$ cat config.mk
export PLATFORM = sky130hd
export DESIGN_NAME = wb_serial_port
export DESIGN_NICKNAME = d
export VERILOG_FILES = /design/src/rtl/uart_pkg.sv /design/src/rtl/byte_fifo.sv /design/src/rtl/tick_gen.sv /design/src/rtl/uart_tx_ser.sv /design/src/rtl/uart_rx_deser.sv /design/src/rtl/wb_serial_port.sv
export SDC_FILE = /design/constraint.sdc
export NUM_CORES = 1
export LEC_CHECK = 0
export BUFFER_PORTS_ARGS = -buffer_cell sky130_fd_sc_hd__buf_2
export CAP_MARGIN = 20
export CORE_MARGIN = 1
export CORE_UTILIZATION = 30
export CTS_BUF_LIST = sky130_fd_sc_hd__clkbuf_2 sky130_fd_sc_hd__clkbuf_4 sky130_fd_sc_hd__clkbuf_8
export CTS_CLUSTER_DIAMETER = 120
export DETAILED_ROUTE_END_ITERATION = 10
export GPL_TIMING_DRIVEN = 0
export PLACE_DENSITY = 0.55
export SLEW_MARGIN = 30
export SYNTH_ARGS = -nofsm -noshare
export SYNTH_HDL_FRONTEND = slang
export SYNTH_SLANG_ARGS = --single-unit
$ cat constraint.sdc
create_clock -name clk -period 2.6 [get_ports clk]
set_input_delay 0.39 -clock clk [delete_from_list [all_inputs] [get_ports clk]]
set_output_delay 0.39 -clock clk [all_outputs]
set_load 0.02 [all_outputs]
$ cat src/rtl/uart_pkg.sv
package uart_pkg;
  localparam int ADR_W = 12;
  localparam int DAT_W = 8;
  localparam int OVS   = 16;

  localparam logic [ADR_W-1:0] OFS_TXQ  = 12'h000;
  localparam logic [ADR_W-1:0] OFS_RXQ  = 12'h008;
  localparam logic [ADR_W-1:0] OFS_STAT = 12'h010;
  localparam logic [ADR_W-1:0] OFS_DIV  = 12'h018;
  localparam logic [ADR_W-1:0] OFS_IEN  = 12'h020;

  typedef enum logic [1:0] {BUS_IDLE, BUS_WR_ACK, BUS_RD_ACK} bus_st_e;
  typedef enum logic [1:0] {RX_IDLE, RX_START, RX_DATA, RX_STOP} rx_st_e;
endpackage

$ cat src/rtl/byte_fifo.sv
module byte_fifo #(
  parameter int W     = 8,
  parameter int DEPTH = 64
) (
  input  logic         clk,
  input  logic         rst_n,
  input  logic         wr,
  input  logic [W-1:0] wdata,
  input  logic         rd,
  output logic [W-1:0] rdata,
  output logic         empty,
  output logic         full
);
  localparam int AW = $clog2(DEPTH);

  logic [W-1:0] mem [DEPTH];
  logic [AW:0]  wptr_q, wptr_d, rptr_q, rptr_d;
  logic         do_wr, do_rd;

  assign empty = (wptr_q == rptr_q);
  assign full  = (wptr_q[AW] != rptr_q[AW]) && (wptr_q[AW-1:0] == rptr_q[AW-1:0]);
  assign do_wr = wr && !full;
  assign do_rd = rd && !empty;
  assign rdata = mem[rptr_q[AW-1:0]];

  always_comb begin
    wptr_d = wptr_q;
    rptr_d = rptr_q;
    if (do_wr) wptr_d = wptr_q + 1'b1;
    if (do_rd) rptr_d = rptr_q + 1'b1;
  end

  always_ff @(posedge clk or negedge rst_n) begin
    if (!rst_n) begin
      wptr_q <= '0;
      rptr_q <= '0;
    end else begin
      wptr_q <= wptr_d;
      rptr_q <= rptr_d;
    end
  end

  always_ff @(posedge clk) begin
    if (do_wr) mem[wptr_q[AW-1:0]] <= wdata;
  end

  // a push into a full queue must leave the write pointer alone
  assert_no_overflow_R11: assert property (@(posedge clk) disable iff (!rst_n)
    (full && wr && !rd) |=> $stable(wptr_q));
  // a pop from an empty queue must leave the read pointer alone
  assert_no_underflow_R12: assert property (@(posedge clk) disable iff (!rst_n)
    (empty && rd && !wr) |=> $stable(rptr_q));
endmodule

$ cat src/rtl/tick_gen.sv
module tick_gen #(
  parameter int DW = 8
) (
  input  logic          clk,
  input  logic          rst_n,
  input  logic [DW-1:0] div,
  output logic          tick
);
  logic [DW-1:0] cnt_q, cnt_d;

  assign tick = (cnt_q >= div);

  always_comb begin
    cnt_d = tick ? '0 : cnt_q + 1'b1;
  end

  always_ff @(posedge clk or negedge rst_n) begin
    if (!rst_n) cnt_q <= '0;
    else        cnt_q <= cnt_d;
  end

  // the tick counter never runs past the divisor after a tick
  assert_tick_restart_R4: assert property (@(posedge clk) disable iff (!rst_n)
    tick |=> (cnt_q == '0));
endmodule

$ cat src/rtl/uart_tx_ser.sv
module uart_tx_ser #(
  parameter int DW  = 8,
  parameter int OVS = 16
) (
  input  logic          clk,
  input  logic          rst_n,
  input  logic          tick,
  input  logic          q_empty,
  input  logic [DW-1:0] q_data,
  output logic          q_pop,
  output logic          txd
);
  localparam int FRAME = DW + 2;
  localparam int SUB_W = $clog2(OVS);
  localparam int BIT_W = $clog2(FRAME);

  logic             busy_q, busy_d;
  logic [FRAME-1:0] sh_q, sh_d;
  logic [SUB_W-1:0] sub_q, sub_d;
  logic [BIT_W-1:0] bit_q, bit_d;

  assign txd = sh_q[0];

  always_comb begin
    busy_d = busy_q;
    sh_d   = sh_q;
    sub_d  = sub_q;
    bit_d  = bit_q;
    q_pop  = 1'b0;
    if (!busy_q) begin
      if (!q_empty) begin
        q_pop  = 1'b1;
        busy_d = 1'b1;
        sh_d   = {1'b1, q_data, 1'b0};
        sub_d  = '0;
        bit_d  = '0;
      end
    end else if (tick) begin
      if (sub_q == SUB_W'(OVS - 1)) begin
        sub_d = '0;
        sh_d  = {1'b1, sh_q[FRAME-1:1]};
        if (bit_q == BIT_W'(FRAME - 1)) busy_d = 1'b0;
        else                            bit_d  = bit_q + 1'b1;
      end else begin
        sub_d = sub_q + 1'b1;
      end
    end
  end

  always_ff @(posedge clk or negedge rst_n) begin
    if (!rst_n) begin
      busy_q <= 1'b0;
      sh_q   <= '1;
      sub_q  <= '0;
      bit_q  <= '0;
    end else begin
      busy_q <= busy_d;
      sh_q   <= sh_d;
      sub_q  <= sub_d;
      bit_q  <= bit_d;
    end
  end

  // every frame opens with a low start bit
  assert_start_low_R9: assert property (@(posedge clk) disable iff (!rst_n)
    $rose(busy_q) |-> !txd);
  // the line rests high between frames
  assert_idle_high_R9: assert property (@(posedge clk) disable iff (!rst_n)
    !busy_q |-> txd);
endmodule

$ cat src/rtl/uart_rx_deser.sv
module uart_rx_deser #(
  parameter int DW  = 8,
  parameter int OVS = 16
) (
  input  logic          clk,
  input  logic          rst_n,
  input  logic          tick,
  input  logic          rxd_async,
  output logic          push,
  output logic [DW-1:0] data
);
  import uart_pkg::*;
  localparam int SUB_W = $clog2(OVS);
  localparam int BIT_W = $clog2(DW);

  logic [1:0]       sync_q;
  logic             rx;
  rx_st_e           st_q, st_d;
  logic [SUB_W-1:0] cnt_q, cnt_d;
  logic [BIT_W-1:0] bits_q, bits_d;
  logic [DW-1:0]    sh_q, sh_d;
  logic             push_q, push_d;

  assign rx   = sync_q[1];
  assign push = push_q;
  assign data = sh_q;

  always_comb begin
    st_d   = st_q;
    cnt_d  = cnt_q;
    bits_d = bits_q;
    sh_d   = sh_q;
    push_d = 1'b0;
    if (tick) begin
      case (st_q)
        RX_IDLE: begin
          if (!rx) begin
            st_d  = RX_START;
            cnt_d = '0;
          end
        end
        RX_START: begin
          if (cnt_q == SUB_W'(OVS/2 - 1)) begin
            st_d   = rx ? RX_IDLE : RX_DATA;
            cnt_d  = '0;
            bits_d = '0;
          end else cnt_d = cnt_q + 1'b1;
        end
        RX_DATA: begin
          if (cnt_q == SUB_W'(OVS - 1)) begin
            cnt_d = '0;
            sh_d  = {rx, sh_q[DW-1:1]};
            if (bits_q == BIT_W'(DW - 1)) st_d = RX_STOP;
            else                          bits_d = bits_q + 1'b1;
          end else cnt_d = cnt_q + 1'b1;
        end
        default: begin
          if (cnt_q == SUB_W'(OVS - 1)) begin
            st_d   = RX_IDLE;
            cnt_d  = '0;
            push_d = rx;
          end else cnt_d = cnt_q + 1'b1;
        end
      endcase
    end
  end

  always_ff @(posedge clk or negedge rst_n) begin
    if (!rst_n) begin
      sync_q <= 2'b11;
      st_q   <= RX_IDLE;
      cnt_q  <= '0;
      bits_q <= '0;
      sh_q   <= '0;
      push_q <= 1'b0;
    end else begin
      sync_q <= {sync_q[0], rxd_async};
      st_q   <= st_d;
      cnt_q  <= cnt_d;
      bits_q <= bits_d;
      sh_q   <= sh_d;
      push_q <= push_d;
    end
  end

  // a byte is delivered only on leaving the stop-bit state
  assert_push_after_stop_R10: assert property (@(posedge clk) disable iff (!rst_n)
    push_q |-> ($past(st_q) == RX_STOP) && (st_q == RX_IDLE));
endmodule

$ cat src/rtl/wb_serial_port.sv
module wb_serial_port #(
  parameter int DEPTH = 64
) (
  input  logic        clk,
  input  logic        arst_n,
  output logic        ser_tx_o,
  input  logic        ser_rx_i,
  output logic        intr_o,
  input  logic [11:0] wb_adr_i,
  input  logic [7:0]  wb_dat_i,
  output logic [7:0]  wb_dat_o,
  input  logic        wb_we_i,
  input  logic        wb_cyc_i,
  input  logic        wb_stb_i,
  output logic        wb_ack_o
);
  import uart_pkg::*;

  logic [1:0]       rs_q;
  logic             rst_n;
  bus_st_e          st_q, st_d;
  logic             ack_q, ack_d;
  logic [DAT_W-1:0] rdat_q, rdat_d, rd_mux;
  logic [DAT_W-1:0] div_q, div_d;
  logic [1:0]       ien_q, ien_d;
  logic             accept, wr_acc, rd_acc;
  logic             txq_push, rxq_pop;
  logic             tx_empty, tx_full, rx_empty, rx_full;
  logic [DAT_W-1:0] tx_head, rx_head, rx_byte;
  logic             tx_pop, rx_push, tick;

  // reset: asserted asynchronously, released through two flops
  always_ff @(posedge clk or negedge arst_n) begin
    if (!arst_n) rs_q <= 2'b00;
    else         rs_q <= {rs_q[0], 1'b1};
  end
  assign rst_n = rs_q[1];

  assign accept   = (st_q == BUS_IDLE) && wb_cyc_i && wb_stb_i;
  assign wr_acc   = accept && wb_we_i;
  assign rd_acc   = accept && !wb_we_i;
  assign txq_push = wr_acc && (wb_adr_i == OFS_TXQ);
  assign rxq_pop  = rd_acc && (wb_adr_i == OFS_RXQ) && !rx_empty;

  always_comb begin
    case (wb_adr_i)
      OFS_RXQ:  rd_mux = rx_empty ? '0 : rx_head;
      OFS_STAT: rd_mux = {4'b0000, tx_full, rx_full, tx_empty, rx_empty};
      OFS_DIV:  rd_mux = div_q;
      OFS_IEN:  rd_mux = {6'b000000, ien_q};
      default:  rd_mux = '0;
    endcase
  end

  always_comb begin
    st_d   = st_q;
    ack_d  = ack_q;
    rdat_d = rdat_q;
    div_d  = div_q;
    ien_d  = ien_q;
    case (st_q)
      BUS_IDLE: begin
        if (accept) begin
          ack_d = 1'b1;
          st_d  = wb_we_i ? BUS_WR_ACK : BUS_RD_ACK;
          if (rd_acc) rdat_d = rd_mux;
          if (wr_acc && wb_adr_i == OFS_DIV) div_d = wb_dat_i;
          if (wr_acc && wb_adr_i == OFS_IEN) ien_d = wb_dat_i[1:0];
        end
      end
      default: begin
        if (!wb_stb_i) begin
          ack_d = 1'b0;
          st_d  = BUS_IDLE;
        end
      end
    endcase
  end

  always_ff @(posedge clk or negedge rst_n) begin
    if (!rst_n) begin
      st_q   <= BUS_IDLE;
      ack_q  <= 1'b0;
      rdat_q <= '0;
      div_q  <= '0;
      ien_q  <= '0;
    end else begin
      st_q   <= st_d;
      ack_q  <= ack_d;
      rdat_q <= rdat_d;
      div_q  <= div_d;
      ien_q  <= ien_d;
    end
  end

  assign wb_ack_o = ack_q && wb_cyc_i && wb_stb_i;
  assign wb_dat_o = rdat_q;
  assign intr_o   = (ien_q[0] && !rx_empty) || (ien_q[1] && tx_empty);

  tick_gen #(.DW(DAT_W)) u_tick (
    .clk(clk), .rst_n(rst_n), .div(div_q), .tick(tick)
  );

  byte_fifo #(.W(DAT_W), .DEPTH(DEPTH)) u_txq (
    .clk(clk), .rst_n(rst_n), .wr(txq_push), .wdata(wb_dat_i),
    .rd(tx_pop), .rdata(tx_head), .empty(tx_empty), .full(tx_full)
  );

  byte_fifo #(.W(DAT_W), .DEPTH(DEPTH)) u_rxq (
    .clk(clk), .rst_n(rst_n), .wr(rx_push), .wdata(rx_byte),
    .rd(rxq_pop), .rdata(rx_head), .empty(rx_empty), .full(rx_full)
  );

  uart_tx_ser #(.DW(DAT_W), .OVS(OVS)) u_tx (
    .clk(clk), .rst_n(rst_n), .tick(tick), .q_empty(tx_empty),
    .q_data(tx_head), .q_pop(tx_pop), .txd(ser_tx_o)
  );

  uart_rx_deser #(.DW(DAT_W), .OVS(OVS)) u_rx (
    .clk(clk), .rst_n(rst_n), .tick(tick), .rxd_async(ser_rx_i),
    .push(rx_push), .data(rx_byte)
  );

  // an accepted access raises the held acknowledge next cycle
  assert_accept_ack_R5: assert property (@(posedge clk) disable iff (!rst_n)
    accept |=> ack_q && (st_q != BUS_IDLE));
  // the acknowledge is held while the strobe stays high
  assert_ack_hold_R5: assert property (@(posedge clk) disable iff (!rst_n)
    (ack_q && wb_stb_i) |=> ack_q);
  // the divisor changes only through an accepted write to its offset
  assert_div_hold_R4: assert property (@(posedge clk) disable iff (!rst_n)
    !(wr_acc && wb_adr_i == OFS_DIV) |=> $stable(div_q));
  // writes to other offsets leave the enables unchanged
  assert_ien_hold_R7: assert property (@(posedge clk) disable iff (!rst_n)
    !(wr_acc && wb_adr_i == OFS_IEN) |=> $stable(ien_q));
endmodule

=== Word level (Yosys, flattened, before mapping) ===
Memory sizes are Yosys's and may differ from the RTL's.
Index checks and enable logic that the tools add are counted.

* Magnitude comparators: 1
* Add/subtract/negate cells: 9
* Mux-type cells: 50
* Reduce and logical (&&, ||, !) cells: 42
* Equal/unequal tests: 28

{| class="wikitable"
|+ Operator list
! kind !! number
|-
| $mux 4 || 11
|-
| $mux 10 || 4
|-
| $pmux 8 s4 || 1
|-
| $add 7x1->7 const B || 4
|-
| $eq 12x5->1 const B || 2
|-
| $mux 2 || 10
|-
| $logic_and 1x1->1 || 19
|-
| $mux 1 || 16
|-
| $mux 8 || 2
|-
| $reduce_and 3->1 || 5
|-
| $eq 7x7->1 || 2
|-
| $add 4x1->4 const B || 3
|-
| $eq 12x4->1 const B || 1
|-
| $eq 12x6->1 const B || 1
|-
| $eq 4x4->1 const B || 3
|-
| $eq 6x6->1 || 2
|-
| $logic_not 12->1 || 1
|-
| $ne 2x2->1 const B || 6
|-
| $ne 2x1->1 const B || 5
|-
| $mux 3 || 3
|-
| $add 8x1->8 const B || 1
|-
| $ge 8x8->1 || 1
|-
| $pmux 4 s2 || 1
|-
| $pmux 2 s3 || 1
|-
| 17 further kinds || 25
|}

* Register bits: 98
* Memories kept: 2
* RAM bits: 1024
* Word-level logic and storage cells: 153
* Bits of input ports: 26
* Output and inout port bits: 11

{| class="wikitable"
|+ Memories
! name !! depth !! bits a word !! read ports !! clocked after Yosys merged registers in !! write ports !! line !! source
|-
| u_rxq.mem || 64 || 8 || 1 || 0 || 1 || byte_fifo.sv:16 || <nowiki>logic [W-1:0] mem [DEPTH];</nowiki>
|-
| u_txq.mem || 64 || 8 || 1 || 0 || 1 || byte_fifo.sv:16 ||
|}

=== Longest topological paths before layout ===
Gate-level depths: netlist (run 1).

* Depth after elaboration: 8
* Depth in mapped cells: 11
* Gate-level depth less buffers: 8

=== Cells and area by module ===
From an unflattened synthesis (run 1), not the netlist that was laid out.

* Cells, all modules: 2406
* Area total of the unflattened synthesis: 45233.4 um^2

{| class="wikitable"
|+ By module, submodules not included
! module !! times used !! cells an instance !! sequential area each (um^2) !! area an instance (um^2)
|-
| byte_fifo || 2 || 1049 || 15725.1 || 20786.2
|-
| wb_serial_port || 1 || 103 || 575.6 || 1226.2
|-
| uart_rx_deser || 1 || 72 || 503.0 || 943.4
|-
| uart_tx_ser || 1 || 79 || 461.7 || 935.9
|-
| tick_gen || 1 || 54 || 200.2 || 555.5
|}

=== Least setup slack after synthesis (run 1) ===
No wires, ideal clock.

* Kind: in2reg
* From: input port wb_adr_i[9]
* To: memory u_txq.mem[57][0], enable pin
* Setup slack: -263 ps
* Required time: 2229 ps
* Library setup time: 371 ps
* Stages on the path: 5
* Arrival: 2493 ps
* Path buffers: 0
* Path through: or4_1 or3_4 a2111oi_4 nand2_1 nor2_1

* Cells in the longest elaborated chain, start to end: 5

{| class="wikitable"
|+ Ends and longest elaborated chain
! item !! line !! source
|-
| from (decl) || wb_serial_port.sv:9 || <nowiki>input logic [11:0] wb_adr_i,</nowiki>
|-
| $logic_not 12->1 || wb_serial_port.sv:42 || <nowiki>assign txq_push = wr_acc && (wb_adr_i == OFS_TXQ);</nowiki>
|-
| $logic_and 1x1->1 || wb_serial_port.sv:42 ||
|-
| $logic_and 1x1->1 || byte_fifo.sv:22 || <nowiki>assign do_wr = wr && !full;</nowiki>
|-
| $mux 1 || byte_fifo.sv:44 || <nowiki>if (do_wr) mem[wptr_q[AW-1:0]] <= wdata;</nowiki>
|-
| $mux 1 (implied by the code) || byte_fifo.sv:44 ||
|-
| to (decl) || byte_fifo.sv:16 ||
|}

No other way between the ends.

=== Worst setup path in the final report (run 1) ===
* From: register u_rxq.rptr_q[4]
* To: output port intr_o

* Cells in the longest elaborated chain, start to end: 4

{| class="wikitable"
|+ Ends and longest elaborated chain
! item !! line !! source
|-
| from (decl) || byte_fifo.sv:17 || <nowiki>logic [AW:0] wptr_q, wptr_d, rptr_q, rptr_d;</nowiki>
|-
| from (signal assigned) || byte_fifo.sv:39 || <nowiki>rptr_q <= rptr_d;</nowiki>
|-
| $eq 7x7->1 || byte_fifo.sv:20 || <nowiki>assign empty = (wptr_q == rptr_q);</nowiki>
|-
| $logic_not 1->1 || wb_serial_port.sv:98 || <nowiki>assign intr_o = (ien_q[0] && !rx_empty) || (ien_q[1] && tx_empty);</nowiki>
|-
| $logic_and 1x1->1 || wb_serial_port.sv:98 ||
|-
| $logic_or 1x1->1 || wb_serial_port.sv:98 ||
|-
| to (decl) || wb_serial_port.sv:8 || <nowiki>output logic intr_o,</nowiki>
|}

No other way between the ends.

==> results of run 1 <==
## cells by family (layout without fill, tap and decap cells)
family,count (synthesis),count (layout),synth area share (%)
and+or+nand+nor,443,443,4.73
xor gates and xnor gates,44,44,0.859
muxes,376,376,15.6
AOI/OAI and AO/OA,183,183,2.85
DFF,1121,1121,74.0
adders and majority gates,19,19,0.530
buffers and inverters,144,659,1.46
other,1,3,0.00836
## registers in the layout, indices dropped and copies added, names as in the netlist, 3 cells and up
signal / count
div_q: 8
u_rx.bits_q: 3
u_rx.cnt_q: 4
u_rx.data: 8
u_rxq.mem: 512
u_rxq.rptr_q: 7
u_rxq.wptr_q: 7
u_tick.cnt_q: 8
u_tx.bit_q: 4
u_tx.sh_q: 9
u_tx.sub_q: 4
u_txq.mem: 512
u_txq.rptr_q: 7
u_txq.wptr_q: 7
wb_dat_o: 8
## through the flow
step	hold slack [ns]	TNS [ns]	area, µm²
after global routing	0.0670	-1.88	55800
final	0.0779	-1.55	55800
after detailed placement	0.185	-1322.13	47800
after floorplan	0.0944	-126.39	44900
after global placement	0.178	-1283.28	47500
after CTS	0.0235	-2.06	55100
## area by class of cell
cell class / instances / share of cell area [%]
sequential: 1121 / 59.5
multi-input combinational: 1066 / 23.1
clock buffer: 247 / 5.45
timing repair buffer: 215 / 4.51
tap: 1930 / 4.32
buffer: 112 / 2.18
clock inverter: 65 / 0.719
inverter: 20 / 0.134
antenna: 2 / 0.00896
## Yosys cell counts (18+ instances only)
cell / instances / area (µm²)
sky130_fd_sc_hd__edfxtp_1: 1024 / 30700
sky130_fd_sc_hd__mux4_2: 254 / 5720
sky130_fd_sc_hd__nor2_1: 174 / 653
sky130_fd_sc_hd__nand2_1: 93 / 349
sky130_fd_sc_hd__dfrtp_1: 86 / 2150
sky130_fd_sc_hd__mux2i_1: 73 / 731
sky130_fd_sc_hd__clkbuf_1: 49 / 184
sky130_fd_sc_hd__mux2_2: 49 / 552
sky130_fd_sc_hd__nand3_1: 46 / 230
sky130_fd_sc_hd__buf_2: 42 / 210
sky130_fd_sc_hd__o21ai_0: 39 / 195
sky130_fd_sc_hd__nor2b_1: 25 / 156
sky130_fd_sc_hd__xor2_1: 24 / 210
sky130_fd_sc_hd__a21oi_1: 23 / 115
sky130_fd_sc_hd__xnor2_1: 20 / 175
sky130_fd_sc_hd__a22oi_1: 19 / 143
sky130_fd_sc_hd__ha_1: 19 / 238
sky130_fd_sc_hd__inv_1: 18 / 67.6
## worst max-delay path: cells and delay by family, from the launching register on
| kind | cells | cell delay, ns |
|---|---|---|
| DFF | 1 | 0.49 |
| and+or+nand+nor | 2 | 0.51 |
| AOI/OAI and AO/OA | 1 | 0.28 |
| xor gates and xnor gates | 1 | 0.18 |
| buffers and inverters | 1 | 0.13 |
## repair_timing
item	4_1_cts	5_1_grt
hold endpoints to repair	10	0
pin swaps	77	36
setup endpoints to repair	1076	567
cloned	1	2
setup buffers	129	33
hold buffers	9	0
resized for setup	583	99
## power by group
part | internal, W | switching (W)
clock | 0.00784 | 0.00691
combinational | 0.000126 | 0.000294
sequential | 0.0196 | 0.0000749
total | 0.0276 | 0.00728
## final timing paths
| check | startpoint | to | slack (ns) | depth (start not counted) |
|---|---|---|---|---|
| worst max-delay path | u_rxq.rptr_q[4]$_DFFE_PN0P_ | intr_o | -0.25 | 5 |
| worst min-delay path | wb_dat_i[6] | div_q[6]$_DFFE_PN0P_ | 0.08 | 3 |
| worst max register to register | u_rxq.rptr_q[0]$_DFFE_PN0P_ | wb_dat_o[3]$_DFFE_PN0P_ | -0.21 | 10 |
| worst min register to register | rs_q[1]$_DFF_PN0_ | u_txq.wptr_q[5]$_DFFE_PN0P_ | 0.24 | 0 |
| max in group asynchronous | rs_q[1]$_DFF_PN0_ | u_rx.sync_q[0]$_DFF_PN1_ | 1.49 | 2 |
| min in group asynchronous | rs_q[1]$_DFF_PN0_ | u_txq.wptr_q[5]$_DFFE_PN0P_ | 0.24 | 0 |
## routing by layer
| metal | vias up | wire [µm] | global-route usage, % |
|---|---|---|---|
| met3 | 211 | 10000 | 3.63 |
| met1 | 13000 | 55300 | 23.8 |
| met5 | - | 60 | 0 |
| met2 | 1033 | 58400 | 25.6 |
| li1 | 10300 | - | - |
| met4 | 2 | 3200 | 4.62 |
==> flow_summary.toml, run 1 <==
[outcome]
outcome = "complete, but fails checks"
failed_checks = "negative setup slack"

[clock_network]
clock_tree_from_tritoncts = "done"
clk_path_buf_depth = 3
cts-htree-levels = 4
cts.clk_slew.worst_paths_ns = 0.06
cts-buffers-inserted = 178
cts_root_buf = "sky130_fd_sc_hd__clkbuf_8"
worst_skew_pair.late_latency_ns = 0.89
clkSinkCount = 1121

[worst_setup_path]
crit_chain = "xor2_2, nor4_4, nand3b_1, a22o_4, buf_6"
cp.required_ns = 2.21
critPathCaptureType = "primary output"
worstSetupStartpointType = "flip-flop"
criticalPathCategory = "reg2out"
timing.critical_path.slowest_stage_cell = "sky130_fd_sc_hd__dfrtp_2"
worst_ep_arrival_time_ns = 2.46
worst-path-max-fanout = 4
cp_slowest_stage_delay_ns = 0.49

[job]
max_cap_violations = 0

[final_layout]
nNetsFinal = 2759
postLayoutCoreUtil_pct = 37.7
drive_above_1_share_pct = 40.8
layout.area.seq_um2 = 33200
area_growth_syn_to_layout_pct = 24.4
final_cell_mix = "sky130_fd_sc_hd__edfxtp_1, sky130_fd_sc_hd__mux4_2, sky130_fd_sc_hd__clkbuf_8"
multi_input_combinational_cell_area_um2 = 12900
final_common_cell = "sky130_fd_sc_hd__edfxtp_1"
fin_cells = 4778
num-fill-cells = 13400

[timing]
grt_setup_unrepaired = "yes"
fin_worst_skew_ns = 0.0415
post-route-period-util_pct = 110
timing.final.hold_violations = 0
timing.final.ws_setup_ns = -0.251
period_needed_ns = 2.85
slew_headroom_pct = 25.5
achievable-frequency_mhz = 351
timing_worst_slew_pin_value_ns = 1.11
number_of_slew_limit_violations_in_the_final_report = 0
setup_viol = 11

[place]
io_buffer_count = 36
place.detailed.instances = 4306
post-place-ws_ns = -1.54
dp_hpwl_um = 78400
gp_congestion = 0.877

[pwr]
power_w = 0.0348
worst_ir_drop_vdd_v = 0.000540
leakage_power_of_the_design_nw = 19.1
power_per_cell_area_nw_per_um2 = 624

[drt]
via_count_normalized_by_instance_count = 5.13
drtAntennaViolNets = 0
iteration_count_of_the_initial_detailed_routing_pass = 7
totalWireLength_um = 127000
avg_wl_per_cell_um = 26.6
routed-via-count = 24500
drc = 0
detail_route.iter0.violations = 2528

[global_route]
grt_pass1_wl_um = 180000
globalRouteOverflowTotal = 0
grt_antenna_before_repair = 3
grtUsageTotal_pct = 16.7
vias_in_the_first_global_route = 24300
grt_max_degree = 67

[floorplanning]
die_area_um2 = 151000
die_height_um = 389
io_pins = 37
initial_utilization_pct = 30.3
num_rows = 141
die_width_um = 389
core_area_um2 = 148000

[hold_path]
timing.hold.worst.class = "in2reg"

[yosys]
synth_enable_flop_cells = 1024
netlist_area_um2 = 44900
synth_top_flop_cell = "sky130_fd_sc_hd__edfxtp_1"
ys_async_sr_fraction_pct = 8.65
ys_types = 76
ys_ff_latch = 1121
yosys_warnings = 0
syn_inst = 2331
syn-num-nets = 2376
syn-mean-instance-area_um2 = 19.3
synth-seq-area-share_pct = 74.0
(Power assumes the default switching activity.)
==> inputs of run 2 (changes only) <==
--- a/config.mk
+++ b/config.mk
@@ -7,13 +7,13 @@
 export LEC_CHECK = 0
 export BUFFER_PORTS_ARGS = -buffer_cell sky130_fd_sc_hd__buf_2
 export CAP_MARGIN = 20
-export CORE_MARGIN = 1
-export CORE_UTILIZATION = 30
+export CORE_MARGIN = 2
+export CORE_UTILIZATION = 50
 export CTS_BUF_LIST = sky130_fd_sc_hd__clkbuf_2 sky130_fd_sc_hd__clkbuf_4 sky130_fd_sc_hd__clkbuf_8
 export CTS_CLUSTER_DIAMETER = 120
 export DETAILED_ROUTE_END_ITERATION = 10
 export GPL_TIMING_DRIVEN = 0
-export PLACE_DENSITY = 0.55
+export PLACE_DENSITY = 0.68
 export SLEW_MARGIN = 30
 export SYNTH_ARGS = -nofsm -noshare
 export SYNTH_HDL_FRONTEND = slang
==> run 2 against run 1 <==
Against the previous run:
- the flow still finishes with violations (negative setup slack)
- clock-buffer cell count fell by 5
- cell count shrank 16%
- maximum frequency fell by 2.3%
- first-iteration DRC count grew 48%
- critical path depth did not move
- register-to-register slack hardly changed
- clock skew down 0.016 ns
- worst setup slack got worse by 0.067 ns
- sequential share of layout area up 0.87 points
- largest cell class unchanged
==> flow_summary.toml, run 2 (synthesis gave the netlist of run 1 again) <==
[clock_network]
clkSinkCount = 1121
cts_root_buf = "sky130_fd_sc_hd__clkbuf_8"
clock_tree_from_tritoncts = "done"
clk_path_buf_depth = 3
cts.clk_slew.worst_paths_ns = 0.06
worst_skew_pair.late_latency_ns = 0.83
cts-htree-levels = 4
cts-buffers-inserted = 171

[drt]
detail_route.iter0.violations = 3739
totalWireLength_um = 124000
routed-via-count = 25700
via_count_normalized_by_instance_count = 6.38
iteration_count_of_the_initial_detailed_routing_pass = 6
avg_wl_per_cell_um = 30.7
drtAntennaViolNets = 0
drc = 0

[job]
max_cap_violations = 0

[global_route]
grt_pass1_wl_um = 174000
grt_max_degree = 67
grtUsageTotal_pct = 26.7
grt_antenna_before_repair = 3
globalRouteOverflowTotal = 0
vias_in_the_first_global_route = 25200

[floorplanning]
initial_utilization_pct = 50.6
die_width_um = 304
core_area_um2 = 88600
num_rows = 109
io_pins = 37
die_height_um = 304
die_area_um2 = 92200

[timing]
timing_worst_slew_pin_value_ns = 1.01
achievable-frequency_mhz = 343
timing.final.ws_setup_ns = -0.318
setup-tns-final_ns = -33.52
period_needed_ns = 2.92
setup_viol = 396
timing.final.hold_violations = 0
slew_headroom_pct = 32.4
fin_worst_skew_ns = 0.0257
grt_setup_unrepaired = "yes"
post-route-period-util_pct = 112
number_of_slew_limit_violations_in_the_final_report = 0

[hold_path]
timing.hold.worst.class = "in2reg"

[pwr]
worst_ir_drop_vdd_v = 0.000477
power_per_cell_area_nw_per_um2 = 619
power_w = 0.0341
leakage_power_of_the_design_nw = 19.1

[final_layout]
num-fill-cells = 5930
nNetsFinal = 2789
final_cell_area_um2 = 55000
final_cell_mix = "sky130_fd_sc_hd__edfxtp_1, sky130_fd_sc_hd__mux4_2, sky130_fd_sc_hd__clkbuf_8"
area_growth_syn_to_layout_pct = 22.6
final_common_cell = "sky130_fd_sc_hd__edfxtp_1"
drive_above_1_share_pct = 41.1

[worst_setup_path]
criticalPathCategory = "reg2out"
worstSetupStartpointType = "flip-flop"
cp_slowest_stage_delay_ns = 0.49
cp.required_ns = 2.21
crit_chain = "xor2_1, nor4_2, nand3b_1, a22o_1, buf_6"
critical_path.n_buffers_inverters = 1
timing.critical_path.slowest_stage_cell = "sky130_fd_sc_hd__dfrtp_1"
worst_ep_arrival_time_ns = 2.53
critical_path.top_delay_family = "simple AND/OR/NAND/NOR gates"
worst-path-max-fanout = 5
critPathCaptureType = "primary output"

[place]
dp_hpwl_um = 74300
gp_congestion = 0.947
post_placement_cell_area_um2 = 46700
io_buffer_count = 36

[outcome]
outcome = "complete, but fails checks"
failed_checks = "negative setup slack"
## run 2: final timing paths
kind	from	endpoint	slack, ns	cells past startpoint
hold reg to reg	rs_q[1]$_DFF_PN0_	u_tick.cnt_q[1]$_DFF_PN0_	0.18	0
hold / removal	wb_adr_i[3]	wb_dat_o[1]$_DFFE_PN0P_	0.1	4
setup reg to reg	u_rxq.rptr_q[0]$_DFFE_PN0P_	u_rxq.mem[41][5]$_DFFE_PP_	-0.22	14
max in group asynchronous	rs_q[1]$_DFF_PN0_	u_tx.sh_q[6]$_DFFE_PN1P_	1.55	2
min in group asynchronous	rs_q[1]$_DFF_PN0_	u_tick.cnt_q[1]$_DFF_PN0_	0.18	0
setup / recovery	u_rxq.rptr_q[3]$_DFFE_PN0P_	intr_o	-0.32	5
## run 2: what timing repair did
action / in CTS / in global routing
setup buffers: 139 / 64
setup endpoints to repair: 1077 / 1050
endpoints found under the hold margin: 8 / 0
resized for setup: 569 / 138
hold buffers: 9 / 0
gates cloned: 2 / 0
pin swaps: 79 / 74
## run 2: metrics by stage
step                hold WS, ns  util, %  setup slack, ns  cells
floorplan                0.0944        -           -0.263   2331
global placement          0.174     52.5            -1.85   3532
detailed placement        0.179     52.6            -1.65   3535
CTS                      0.0219     60.7           -0.376   3971
global route             0.0762     62.1           -0.352   4031
finish                   0.0980     62.1           -0.318   4031
## run 2: per-layer routing
metal / share of wire [%] / up-vias / GRT usage, %
met2: 46 / 1698 / 40.1
met1: 39 / 13400 / 38.3
li1: - / 10300 / -
met5: 0 / - / 0
met3: 12 / 260 / 7.57
met4: 2.8 / 0 / 8.58
## run 2: tightest hold or removal path, cell delays in order
cell and delay (ns):
sky130_fd_sc_hd__buf_2 0.15, sky130_fd_sc_hd__nand4_1 0.12, sky130_fd_sc_hd__a21oi_1 0.13, sky130_fd_sc_hd__or3_1 0.10
## run 2: cell type report
type	count	area (µm²)	area share [%]
Tap cell	1165	1460	2.65
Clock inverter	52	290	0.528
Multi-Input combinational cell	1066	12900	23.4
Inverter	20	75.1	0.136
Buffer	114	1210	2.21
Antenna cell	1	2.50	0.00455
Sequential cell	1121	33200	60.4
Timing Repair Buffer	250	2960	5.37
Clock buffer	242	2940	5.34
## run 2: where the power goes
part	total (W)	switching, W	internal (W)
sequential	0.0197	0.0000754	0.0196
combinational	0.000400	0.000286	0.000114
clock	0.0140	0.00660	0.00741
